[config.mk]
export PLATFORM = sky130hd
export DESIGN_NAME = i2s_rx_chan
export DESIGN_NICKNAME = d
export VERILOG_FILES = /design/src/rtl/i2s_rx_pkg.sv /design/src/rtl/i2s_rx_sync.sv /design/src/rtl/i2s_rx_wsgen.sv /design/src/rtl/i2s_rx_deser.sv /design/src/rtl/i2s_rx_chan.sv
export SDC_FILE = /design/constraint.sdc
export NUM_CORES = 1
export LEC_CHECK = 0
export ABC_AREA = 0
export ABC_CLOCK_PERIOD_IN_PS = 2800
export BUFFER_PORTS_ARGS = -buffer_cell sky130_fd_sc_hd__buf_2
export CAP_MARGIN = 15
export CORE_MARGIN = 3
export CORE_UTILIZATION = 40
export CTS_BUF_LIST = sky130_fd_sc_hd__clkbuf_2
export DETAILED_ROUTE_END_ITERATION = 7
export GPL_TIMING_DRIVEN = 0
export MAX_ROUTING_LAYER = met4
export PLACE_DENSITY_LB_ADDON = 0.05
export SYNTH_ARGS = -nofsm -noshare
export SYNTH_HDL_FRONTEND = slang
export SYNTH_SLANG_ARGS = --single-unit
[constraint.sdc]
create_clock -name clk -period 2.8 [get_ports clk]
set_clock_uncertainty 0.1 [all_clocks]
set_input_delay 0.28 -clock clk [delete_from_list [all_inputs] [get_ports clk]]
set_output_delay 0.28 -clock clk [all_outputs]
set_load 0.01 [all_outputs]
[src/rtl/i2s_rx_pkg.sv]
package i2s_rx_pkg;
  typedef enum logic [1:0] {
    WSEL_8  = 2'd0,
    WSEL_16 = 2'd1,
    WSEL_32 = 2'd2
  } wsel_e;

  // sample size in bits for a width select code
  function automatic logic [5:0] width_bits(input logic [1:0] sel);
    case (sel)
      WSEL_8:  width_bits = 6'd8;
      WSEL_16: width_bits = 6'd16;
      default: width_bits = 6'd32;
    endcase
  endfunction
endpackage

[src/rtl/i2s_rx_sync.sv]
module i2s_rx_sync #(
  parameter int STAGES = 2
) (
  input  logic clk,
  input  logic rst,
  input  logic sck_in,
  input  logic ws_in,
  input  logic sd_in,
  output logic rise,
  output logic ws,
  output logic sd
);
  // one extra bit-clock stage for edge detection
  logic [STAGES:0]   sck_p;
  logic [STAGES-1:0] ws_p;
  logic [STAGES-1:0] sd_p;

  always_ff @(posedge clk) begin
    if (rst) begin
      sck_p <= '0;
      ws_p  <= '0;
      sd_p  <= '0;
    end else begin
      sck_p <= {sck_p[STAGES-1:0], sck_in};
      ws_p  <= {ws_p[STAGES-2:0], ws_in};
      sd_p  <= {sd_p[STAGES-2:0], sd_in};
    end
  end

  assign rise = sck_p[STAGES-1] & ~sck_p[STAGES];
  assign ws   = ws_p[STAGES-1];
  assign sd   = sd_p[STAGES-1];
endmodule

[src/rtl/i2s_rx_wsgen.sv]
module i2s_rx_wsgen #(
  parameter int CNT_W = 9
) (
  input  logic             clk,
  input  logic             rst,
  input  logic             clr,
  input  logic             bit_en,
  input  logic [CNT_W-1:0] half_len,
  output logic             sck_o,
  output logic             ws_o,
  output logic             rise_o
);
  logic [CNT_W-1:0] cnt;

  always_ff @(posedge clk) begin
    if (rst || clr) begin
      sck_o  <= 1'b0;
      ws_o   <= 1'b0;
      rise_o <= 1'b0;
      cnt    <= '0;
    end else begin
      rise_o <= bit_en & ~sck_o;
      if (bit_en) begin
        sck_o <= ~sck_o;
        if (sck_o) begin
          // falling bit-clock edge: advance the frame counter
          if (cnt == half_len) begin
            cnt  <= '0;
            ws_o <= ~ws_o;
          end else begin
            cnt <= cnt + 1'b1;
          end
        end
      end
    end
  end

  // word select moves only together with a falling bit clock
  a_r5_ws_on_fall: assert property (@(posedge clk) disable iff (rst)
    (!$stable(ws_o) && !$past(clr)) |-> $fell(sck_o));
endmodule

[src/rtl/i2s_rx_deser.sv]
module i2s_rx_deser #(
  parameter int DATA_W = 32,
  parameter int CNT_W  = $clog2(DATA_W + 1)
) (
  input  logic              clk,
  input  logic              rst,
  input  logic              clr,
  input  logic              rise,
  input  logic              ws,
  input  logic              sd,
  input  logic [CNT_W-1:0]  wbits,
  output logic              done,
  output logic [DATA_W-1:0] word,
  output logic              chan
);
  localparam logic [CNT_W-1:0] IDLE = CNT_W'(DATA_W);

  logic [DATA_W-1:0] sh;
  logic [CNT_W-1:0]  cnt;
  logic              ws_prev;
  logic              take;
  logic [DATA_W-1:0] sh_next;

  assign take    = rise && (cnt < wbits);
  assign sh_next = {sh[DATA_W-2:0], sd};
  assign done    = take && ((cnt + CNT_W'(1)) == wbits);
  assign word    = sh_next;

  always_ff @(posedge clk) begin
    if (rst || clr) begin
      sh      <= '0;
      cnt     <= IDLE;
      chan    <= 1'b0;
      ws_prev <= 1'b0;
    end else if (rise) begin
      ws_prev <= ws;
      if (ws != ws_prev) begin
        // this edge still carries the last bit of the old half-frame
        sh   <= '0;
        cnt  <= '0;
        chan <= ws;
      end else if (take) begin
        sh  <= sh_next;
        cnt <= cnt + CNT_W'(1);
      end
    end
  end

  // the bit counter never runs past the idle mark
  a_r2_cnt_bound: assert property (@(posedge clk) disable iff (rst)
    cnt <= IDLE);
endmodule

[src/rtl/i2s_rx_chan.sv]
module i2s_rx_chan
  import i2s_rx_pkg::*;
#(
  parameter int DATA_W      = 32,
  parameter int WS_CNT_W    = 9,
  parameter int SYNC_STAGES = 2
) (
  input  logic                clk,
  input  logic                rst,
  input  logic                cfg_master,
  input  logic                cfg_stop,
  input  logic                cfg_reset,
  input  logic                cfg_mono,
  input  logic [1:0]          cfg_width,
  input  logic [WS_CNT_W-1:0] cfg_ws_half,
  input  logic                bit_en,
  input  logic                sck_in,
  input  logic                ws_in,
  input  logic                sd_in,
  input  logic                fifo_full,
  output logic                sck_out,
  output logic                ws_out,
  output logic                push_valid,
  output logic [DATA_W-1:0]   push_data,
  output logic                overrun
);
  localparam int CNT_W = $clog2(DATA_W + 1);

  logic s_rise, s_ws, s_sd;
  logic m_rise;
  logic rise, ws, sd;
  logic done, chan, accept;
  logic [DATA_W-1:0] word;
  logic [CNT_W-1:0]  wbits;

  i2s_rx_sync #(.STAGES(SYNC_STAGES)) u_sync (
    .clk(clk), .rst(rst),
    .sck_in(sck_in), .ws_in(ws_in), .sd_in(sd_in),
    .rise(s_rise), .ws(s_ws), .sd(s_sd)
  );

  i2s_rx_wsgen #(.CNT_W(WS_CNT_W)) u_wsgen (
    .clk(clk), .rst(rst), .clr(cfg_reset | ~cfg_master),
    .bit_en(bit_en), .half_len(cfg_ws_half),
    .sck_o(sck_out), .ws_o(ws_out), .rise_o(m_rise)
  );

  assign rise  = cfg_master ? m_rise : s_rise;
  assign ws    = cfg_master ? ws_out : s_ws;
  assign sd    = cfg_master ? sd_in  : s_sd;
  assign wbits = CNT_W'(width_bits(cfg_width));

  i2s_rx_deser #(.DATA_W(DATA_W), .CNT_W(CNT_W)) u_deser (
    .clk(clk), .rst(rst), .clr(cfg_reset),
    .rise(rise), .ws(ws), .sd(sd), .wbits(wbits),
    .done(done), .word(word), .chan(chan)
  );

  assign accept = done && !(cfg_mono && chan) && !cfg_stop;

  always_ff @(posedge clk) begin
    if (rst || cfg_reset) begin
      push_valid <= 1'b0;
      push_data  <= '0;
      overrun    <= 1'b0;
    end else begin
      push_valid <= accept && !fifo_full;
      if (accept && !fifo_full) push_data <= word;
      if (accept && fifo_full)  overrun   <= 1'b1;
    end
  end

  // nothing reaches the FIFO while stopped
  a_r7_stop_blocks_push: assert property (@(posedge clk) disable iff (rst)
    push_valid |-> !$past(cfg_stop));
  // a full FIFO is never written
  a_r8_full_no_push: assert property (@(posedge clk) disable iff (rst)
    push_valid |-> !$past(fifo_full));
  // overrun holds until a reset
  a_r8_overrun_sticky: assert property (@(posedge clk) disable iff (rst)
    (overrun && !cfg_reset) |=> overrun);
endmodule

==> results of run 1 <==
[metrics by stage]
| stage | worst slack [ns] | utilization | instances |
|---|---|---|---|
| after detailed placement | 0.183 | 0.464 | 565 |
| final | 0.238 | 0.490 | 593 |
| after floorplan | 0.734 | - | 401 |
| after global placement | 0.217 | 0.464 | 565 |
| after CTS | 0.194 | 0.490 | 593 |
| after global routing | 0.00360 | 0.490 | 593 |
[cell type report]
cell class                 count  share of cell area
sequential                    92               0.426
multi-input combinational    279               0.384
timing repair buffer          68              0.0927
buffer                        28              0.0382
tap                          108              0.0313
clock inverter                 6              0.0145
clock buffer                  10              0.0116
inverter                       2             0.00174
[cell usage after synthesis (4+ instances only)]
cell type  count  share of area
dfxtp_1       92           0.50
nor2_1        53          0.054
a21oi_1       40          0.055
o21ai_0       37          0.050
nand3_1       36          0.049
a22oi_1       34          0.070
clkbuf_1      14          0.014
xor2_1        14          0.033
nand2_1       10          0.010
xnor2_1        8          0.019
nor2b_1        7          0.012
ha_1           5          0.017
nor3_1         5         0.0068
buf_2          4         0.0055
[state kept, by name, indices dropped and copies added, names as in the netlist]
signal,cells
u_deser.cnt,6
u_wsgen.sck_o,1
u_sync.sd_p,2
push_valid,1
overrun,1
u_deser.chan,1
u_sync.ws_p,2
u_wsgen.rise_o,1
push_data,32
u_wsgen.cnt,9
u_sync.sck_p,3
u_wsgen.ws_o,1
u_deser.ws_prev,1
u_deser.sh,31
[cell usage in the layout, fill, tap and decap left out, drive strengths merged, types with 2 or more instances in the layout]
cell,n
dfxtp,92
buf,66
nor2,53
a21oi,40
o21ai,38
nand3,37
a22oi,34
clkbuf,28
xor2,14
dlygate4sd3,12
nand2,10
xnor2,9
nor2b,7
nor3,5
ha,5
nor3b,4
mux2i,3
nor4,3
nand4,3
inv,3
or3,2
clkinvlp,2
clkinv,2
[per-layer routing]
metal  vias to the layer above  global-route usage  share of wire
li1                       1578                   -              -
met1                      1461               0.242           0.49
met2                        64               0.264           0.46
met3                        10              0.0296          0.041
met4                         0              0.0583         0.0097
met5                         -                   -              0
[kinds of logic after synthesis]
family          count (synthesis)  synth area share
mux                             4            0.0112
compound gates                117             0.192
fa+ha+maj                       5            0.0170
simple gates                  130             0.174
flops                          92             0.502
xor+xnor                       23            0.0569
buf+inv                        30            0.0470
[worst max path at each step]
stage | to
finish | push_data[22]
CTS | push_data[22]
global route | push_data[22]
floorplan | push_data[10]
detailed placement | push_data[18]
global placement | push_data[13]
[timing repair]
item / 4_1_cts / 5_1_grt
hold buffers: 12 / 0
endpoints found under the hold margin: 11 / 0
setup buffers: 0 / 0
[power groups by stage]
| stage | combinational [µW] | clock [µW] | sequential (µW) |
|---|---|---|---|
| 5_1_grt | 133 | 738 | 1320 |
| 2_1_floorplan | 64.7 | 0 | 1350 |
| 3_3_place_gp | 106 | 0 | 1350 |
| 3_5_place_dp | 107 | 0 | 1350 |
| 6_report | 118 | 652 | 1320 |
| 4_1_cts | 119 | 685 | 1320 |
[worst reg2reg max path: cells and delay by family (launching register included)]
kind | cells | cell delay, ns
XOR/XNOR | 1 | 0.18
adder cells (fa/ha/maj) | 1 | 0.26
flip-flops | 1 | 0.46
AND/OR/NAND/NOR | 2 | 0.31
buffers and inverters | 1 | 0.39
AO/OA/AOI/OAI | 3 | 0.81
==> impl_results.md, run 1 <==
- Outcome: complete, no violations
- Cell Area, Synth: about 0.0037 mm²
- Antenna diode count: 0
- Max cap viols: 0
- Data required, critical path: roughly 3.2 ns
- Synth Net Count: 428
- Hold Path Origin: cfg_ws_half[3]
- Pwr Total: 2090 µW
- Largest net degree at the start of global routing: 16
- Setup violators final: 0
- PwrDens: a little under 500 mW/mm²
- Crit path cell chain: ha_1 -> nand3_1 -> xnor2_2 -> nor3b_1 -> o311ai_2 -> clkbuf_1 -> o21ai_0 -> a21oi_1
- WL/cell: approximately 14 µm
- GRT Total Usage: 0.176
- Nets: 507
- Share of layout cells above drive strength 1: 0.196
- Reg area: 0.00184 mm²
- Number of vias per cell: 5.25
- VDD IR max: 0.000233 V
- DR vias: 3113
- Post-synth cell types: 40
- Area growth, synth to finish: 17.7%
- Final HPWL DP: 5.86 mm
- Vias in the first global route: 2906
- TritonCTS clock tree: yes
- Final WL: 8.41 mm
- Crit path DAT: 2.91 ns
- Final worst-path cycle share: 0.915
- CTS Buf Count: 9
- Die height: 102 µm
- Hold Path Class: input pin to flip-flop
- Hold_ws: 0.126 ns
- FILL cells: 910
- Post-synth EDFFs: 0
- Top FF cell, synth: dfxtp_1
- Tmin final: roughly 2.6 ns
- Total gr overflow: 0
- RD Place Congestion: 0.766
- CTS sink count: 92
- Worst skew pair latency: roughly 0.52 ns
- Net Sw Frac: 0.248
- Port bufs: 56
- Resized cells post-CTS: 0
- Combinational power share: 0.057
- CTS max path bufs: 2
- Max Slew Vio Count: 0
- Unrepaired setup endpoints after global routing: false
- Fin. Hold Viols: 0
- Yosys warnings: 0
- Multi-input logic area: approximately 0.0017 mm²
- Initial Util: 0.417
- WP depth: 8
- DRT antenna net count: 0
- FF+latch count, synth: between 90 and 100
- CP peak stage delay: 0.53 ns
- Initial DRC Count: 128
- Rows: 34
- Setup crit end kind: flip-flop
- Hold Path End: u_wsgen.ws_o
- CP Launch Point: u_deser.cnt[0]
- Hold Crit Depth: 5
- Chip Width: 102 µm
- Setup TNS: 0 ns
- 1st-pass router iterations: 4
- Full die area: about 0.010 mm²
- Clock power frac: 0.312
- R2R depth: 8
- Critical path class: flip-flop to flip-flop
- Cell-internal power: around 1600 µW
- Slowest stage cell on the critical path: o311ai_2
- Root Driver: clkbuf_2
- Reg2Reg Setup Slack: ~0.24 ns
- F_max: 390 MHz
- Slew @ Worst Pin: 0.561 ns
- Reg clk slew, reported paths: 0.24 ns
- Switching power: 518 µW
- Seq/Total Area, Yosys: 0.502
- Cell family with most CP delay: compound AO/OA/AOI/OAI gates
- Worst Path Max Fanout: 10
- Mean Syn Cell Area: 9.15 µm²
- Initial antenna violation count: 0
- I/O pin cnt: 58
- Mapped Cells: 401
- Leakage power: approximately 0.0016 µW
- DRC viols: 0
- Reg-to-Reg Start: u_deser.cnt[0]
- CP startpoint kind: flip-flop
- Core area: approximately 0.009 mm²
- Relative slew margins: 0.626
- Flop pwr share: 0.632
- Placed Area: 0.00409 mm²
- Finished Cell Area: 0.00432 mm²
- First-pass GRT wire length: 14.1 mm
- R2r endpoint: push_data[22]
- CP bufs+invs: 1
- H-tree levels: 3
- Async SR Flop Fraction: 0
(Power assumes the default switching activity.)
==> inputs of run 2 (changes only) <==
Settings changed: SYNTH_HIERARCHICAL from default to 1.
==> run 2 against run 1 <==
- fmax is 2.0% lower
- worst setup slack worse by 0.052 ns
- routed wire length is 18% higher
- critical endpoint is now push_data[13]
- largest cell class is now multi-input gates
==> impl_results.md, run 2 <==
- Outcome: complete, no violations
- Initial antenna violation count: 0
- Setup WS pre-CTS: -0.328 ns
- DP Cell Count: 643
- Full die area: 0.0121 mm²
- Cell family with most CP delay: simple AND/OR/NAND/NOR gates
- Reg area: around 0.0018 mm²
- Setup crit end kind: flip-flop
- Core area: between 0.01 and 0.015 mm²
- Slew @ Worst Pin: 0.633 ns
- Final HPWL DP: 7.30 mm
- Hold Path Class: input pin to flip-flop
- Setup TNS: 0 ns
- Setup violators final: 0
- Final worst-path cycle share: 0.934
- Hold Path Origin: fifo_full
- Crit path DAT: between 3 and 4 ns
- Initial Util: 0.415
- WL/cell: 14.8 µm
- Most flops, register: push_data
- Reg-to-Reg Start: u_deser/cnt[5]
- CTS max path bufs: 2
- First-pass GRT wire length: 16.3 mm
- Vias in the first global route: between 3000 and 4000
- Post-synth EDFFs: 0
- Final WL: between 9 and 10 mm
- Mean Syn Cell Area: 9.72 µm²
- Final WS setup: 0.186 ns
- Most common cell after layout, fill and taps aside: dfxtp_1
- Top post-synthesis cells by count: 92 x dfxtp_1, 47 x nand2_1, 34 x a21oi_1
- Max cap viols: 0
- Leakage power: 0.00179 µW
- DRC viols: 0
- Worst path most repeated cell: buf_6
- Mapped Cells: 445
- FILL cells: 1016
- Nets: 559
- Async SR Flop Fraction: 0
- Slowest stage cell on the critical path: dfxtp_1
- H-tree levels: 3
- Crit path cell chain: ha_1 -> and2_1 -> a221oi_2 -> nand2_1 -> nor4_2 -> and2b_1 -> buf_6 -> buf_6 -> nand4b_1 -> a21oi_1
- Cell Area, Synth: 0.00433 mm²
- Seq/Total Area, Yosys: 0.426
- CTS sink count: 92
- Tmin final: 2.61 ns
- Chip Width: 110 µm
- CP startpoint kind: flip-flop
- VDD IR max: 0.000226 V
- Share of layout cells above drive strength 1: 0.273
- FF+latch count, synth: 92
- Largest net degree at the start of global routing: 18
- 1st-pass router iterations: 5
- Top Registers: push_data x32, u_deser/sh x31, u_wsgen/cnt x9
- RD Place Congestion: 0.766
- GRT Total Usage: 0.176
- F_max: 383 MHz
- Fin. Hold Viols: 0
- Total gr overflow: 0
- Rows: 37
- CTS Buf Count: 9
- Finished Layout Cells: 670
- Multi-input logic area: 0.00219 mm²
- Post-synth top area share: 0.426
- CP Launch Point: u_deser/cnt[5]
- Relative slew margins: 0.575
- Top FF cell, synth: dfxtp_1
- Root Driver: clkbuf_2
- Unrepaired setup endpoints after global routing: false
- Die height: 110 µm
- Yosys warnings: 6
- TritonCTS clock tree: yes
- Initial DRC Count: 152
- Synth area leader: dfxtp_1
- PwrDens: ~430 mW/mm²
- I/O pin cnt: 58
- Port bufs: 56
- Largest cells by area after synthesis: dfxtp_1 43%, o31ai_2 8.4%, nand4b_1 6.5%
- Max Slew Vio Count: 0
- Area growth, synth to finish: 16.7%
- Worst skew pair latency: 0.57 ns
- Reg clk slew, reported paths: about 0.32 ns
- Most frequent cells in the layout: 91 x dfxtp_1, 69 x buf_2, 47 x nand2_1
- Data required, critical path: 3.21 ns
- CP bufs+invs: 2
- DRT antenna net count: 0
- Critical path class: flip-flop to flip-flop
- DR vias: around 3500
- Post-synth cell types: 53
- Number of vias per cell: between 5 and 6
- Most frequent cell after synthesis: dfxtp_1
- Worst Path Max Fanout: 10
- Antenna diode count: 0
- CP peak stage delay: 0.45 ns
- Largest register FFs: 32
-- run 2: metrics by stage --
stage / util / hold WS, ns / area [µm²] / power, µW
3_5_place_dp: 0.461 / 0.330 / 4800 / 1480
4_1_cts: 0.483 / 0.00480 / 5040 / 2210
5_1_grt: 0.485 / 0.0537 / 5050 / 2280
2_1_floorplan: - / 0.252 / 4350 / 1440
6_report: 0.485 / 0.104 / 5050 / 2180
3_3_place_gp: 0.461 / 0.318 / 4800 / 1480
-- run 2: final timing paths --
kind	end	slack, ns	depth (start not counted)
max	push_data[13]	0.19	10
min	push_data[28]	0.10	3
max reg2reg	push_data[13]	0.19	10
min reg2reg	push_data[29]	0.35	2
-- run 2: layout make-up --
cell class / instances / share of cell area
inverters: 10 / 0.00744
plain buffers: 42 / 0.0568
flip-flops and latches: 92 / 0.365
clock buffers: 9 / 0.00892
multi-input cells: 307 / 0.434
repair buffers: 67 / 0.0773
well taps: 136 / 0.0337
clock inverters: 7 / 0.0171
-- run 2: per-layer routing --
metal  global-route usage  wire length (µm)
met1                0.223              4780
met2                0.280              4590
met3               0.0396               436
met4               0.0516               123
met5                    -                 0
-- run 2: cells by family after synthesis --
family | Yosys count | synth area share
XOR/XNOR | 24 | 0.0486
AO/OA/AOI/OAI | 117 | 0.210
adder cells (fa/ha/maj) | 8 | 0.0231
flip-flops | 92 | 0.426
other | 1 | 0.000867
buffers and inverters | 52 | 0.0749
multiplexers | 6 | 0.0159
AND/OR/NAND/NOR | 145 | 0.201
-- run 2: repair_timing --
item,CTS,global route
hold buffers,10,1
hold endpoints to repair,15,1
setup endpoints to repair,23,3
gates resized for setup,1,1
setup buffers,0,0
-- run 2: report_power, final --
group	internal, µW	total, µW	leakage, µW	switching (µW)
sequential	1320	1320	0.000743	2.35
combinational	64.7	150	0.000975	85.4
clock	217	709	0.0000675	492
total	1600	2180	0.00179	580
-- run 2: worst min-delay path, stage by stage --
cell and delay [ns]:
buf_2 0.19, o31ai_2 0.26, a21oi_1 0.06
==> inputs of run 3 (changes only) <==
Settings changed: CTS_BUF_LIST sky130_fd_sc_hd__clkbuf_2 to sky130_fd_sc_hd__clkbuf_8, SETUP_SLACK_MARGIN from default to 0.1.
==> run 3 against run 2 <==
- design area shrank 0.27%
- sequential share of layout area grew 0.12 points
- global-route usage shrank 0.089 points
- die area is the same
- worst hold slack lost 0.063 ns
- fmax grew 4.7%
- core utilization shrank 0.13 points
- first-iteration DRC count shrank 6.6%
- power grew 9.3%
- register-to-register slack gained 0.12 ns
- worst setup slack gained 0.12 ns
- largest power group unchanged
==> impl_results.md, run 3 (synthesis results as in run 2) <==
- Initial Util: 0.415
- Initial antenna violation count: 0
- Hold Path Class: input pin to flip-flop
- Worst skew pair latency: 0.36 ns
- Switching power: between 500 and 600 µW
- Final worst-path cycle share: 0.892
- PwrDens: 474 mW/mm²
- First-pass GRT wire length: 16.2 mm
- TritonCTS clock tree: yes
- Slowest stage cell on the critical path: dfxtp_1
- Clock power frac: 0.390
- Max Slew Vio Count: 0
- CP Launch Point: u_deser/cnt[1]
- Initial DRC Count: about 140
- Number of vias per cell: approximately 5.2
- Core area: 0.0104 mm²
- Crit path DAT: approximately 2.7 ns
- Final HPWL DP: 7.30 mm
- Full die area: 0.0121 mm²
- Final WS setup: 0.304 ns
- Worst Path Max Fanout: 10
- Area growth, synth to finish: 16.4%
- Cell-internal power: 1790 µW
- Critical path class: flip-flop to flip-flop
- F_max: 401 MHz
- Most flops, register: push_data
- DRC viols: 0
- Chip Width: 110 µm
- 1st-pass router iterations: 5
- Largest net degree at the start of global routing: 18
- Rows: 37
- FILL cells: roughly 1000
- Worst setup path end: push_data[12]
- Tmin final: 2.50 ns
- Finished Core Util: 0.483
- R2r endpoint: push_data[12]
- Leakage power: 0.00177 µW
- Largest register FFs: 32
- Fin. Hold Viols: 0
- CTS max path bufs: 2
- Data required, critical path: 2.99 ns
- DR vias: around 3400
- CTS sink count: 92
- CP peak stage delay: between 0.4 and 0.5 ns
- Total gr overflow: 0
- Die height: 110 µm
- Port bufs: 56
- Vias in the first global route: between 3000 and 4000
- Setup crit end kind: flip-flop
- Max cap viols: 0
- Reg clk slew, reported paths: around 0.1 ns
- Most common cell after layout, fill and taps aside: dfxtp_1
- Antenna diode count: 0
- RD Place Congestion: around 0.77
- Multi-input logic area: 0.00220 mm²
- Placed Area: approximately 0.0048 mm²
- Slew @ Worst Pin: between 0.6 and 0.7 ns
- DRT antenna net count: 0
- Unrepaired setup endpoints after global routing: false
- Reg2Reg Setup Slack: 0.30 ns
- Combinational power share: 0.059
- Setup violators final: 0
- Top Registers: push_data x32, u_deser/sh x31, u_wsgen/cnt x9
- Root Driver: clkbuf_8
- Reg-to-Reg Start: u_deser/cnt[1]
- VDD IR max: 0.000272 V
- H-tree levels: 3
- Setup WS pre-CTS: -0.328 ns
- Final WL: between 9 and 10 mm
- Relative slew margins: 0.573
- Crit path cell chain: ha_1 -> xor2_1 -> or3_1 -> nor4_4 -> and2b_1 -> buf_6 -> buf_6 -> nand4b_1 -> a21oi_1
- Net Sw Frac: 0.248
- Flop pwr share: 0.551
- Reg area: roughly 0.0018 mm²
- Most frequent cells in the layout: 90 x dfxtp_1, 69 x buf_2, 47 x nand2_1
- Setup TNS: 0 ns
- Worst path most repeated cell: buf_6
- Finished Cell Area: 0.00503 mm²
- WL/cell: roughly 15 µm
- Share of layout cells above drive strength 1: 0.282
- CP startpoint kind: flip-flop
- Outcome: complete, no violations
- R2R depth: 9
- I/O pin cnt: 58
- GRT Total Usage: 0.175
- Hold buffer count at CTS: 0
- CTS Buf Count: 9
- Nets: 549
run 3: cell types whose count changed in the layout (fill, tap and decap cells not counted), sizes merged:
cell / change
buf: +1
dlygate4sd3: -11
run 3: what timing repair did:
item / in CTS / in global routing
hold endpoints to repair: 0 / 0
buffers inserted: 0 / 1
resized for setup: 2 / 2
endpoints found under the setup margin: 30 / 30
pin swaps: 0 / 2
run 3: area by class of cell:
type	instances	share of cell area
Multi-Input combinational cell	307	0.436
Inverter	10	0.00746
Timing Repair Buffer	57	0.0572
Clock buffer	9	0.0246
Sequential cell	92	0.366
Buffer	42	0.0569
Clock inverter	7	0.0172
Tap cell	136	0.0338
run 3: through the flow:
step	total power [µW]	cells	hold slack, ns
CTS	2420	659	0.0301
global route	2500	660	0.0456
global placement	1480	643	0.318
finish	2390	660	0.0409
floorplan	1440	451	0.252
detailed placement	1480	643	0.330
run 3: routing by layer:
layer	share of wire	up-vias	global-route usage
li1	-	1756	-
met1	0.49	1599	0.225
met2	0.46	73	0.279
met3	0.045	12	0.0437
met4	0.010	0	0.0374
met5	0	-	-
run 3: worst min path at each step:
| stage | endpoint | startpoint | slack, ns | depth (start not counted) |
|---|---|---|---|---|
| 2_1_floorplan | u_sync/sck_p[0] | rst | 0.25 | 1 |
| 3_3_place_gp | u_sync/ws_p[1] | u_sync/ws_p[0] | 0.32 | 1 |
| 3_5_place_dp | u_sync/ws_p[1] | u_sync/ws_p[0] | 0.33 | 1 |
| 4_1_cts | u_sync/sck_p[0] | sck_in | 0.03 | 2 |
| 5_1_grt | u_sync/ws_p[0] | ws_in | 0.05 | 2 |
| 6_report | u_sync/sck_p[0] | sck_in | 0.04 | 2 |
run 3: power groups by stage:
stage                     Combinational, µW  Clock [µW]  Sequential, µW
final                                   141         931            1320
after global routing                    156        1020            1320
after CTS                               141         964            1320
after detailed placement                138           0            1350
after global placement                  136           0            1350
after floorplan                        93.0           0            1350
run 3: critical path, delay by kind of cell, from the launching register on:
| family | cells | cell delay [ns] |
|---|---|---|
| fa+ha+maj | 1 | 0.28 |
| buf+inv | 2 | 0.28 |
| flops | 1 | 0.41 |
| simple gates | 4 | 1.05 |
| xor+xnor | 1 | 0.16 |
| compound gates | 1 | 0.15 |
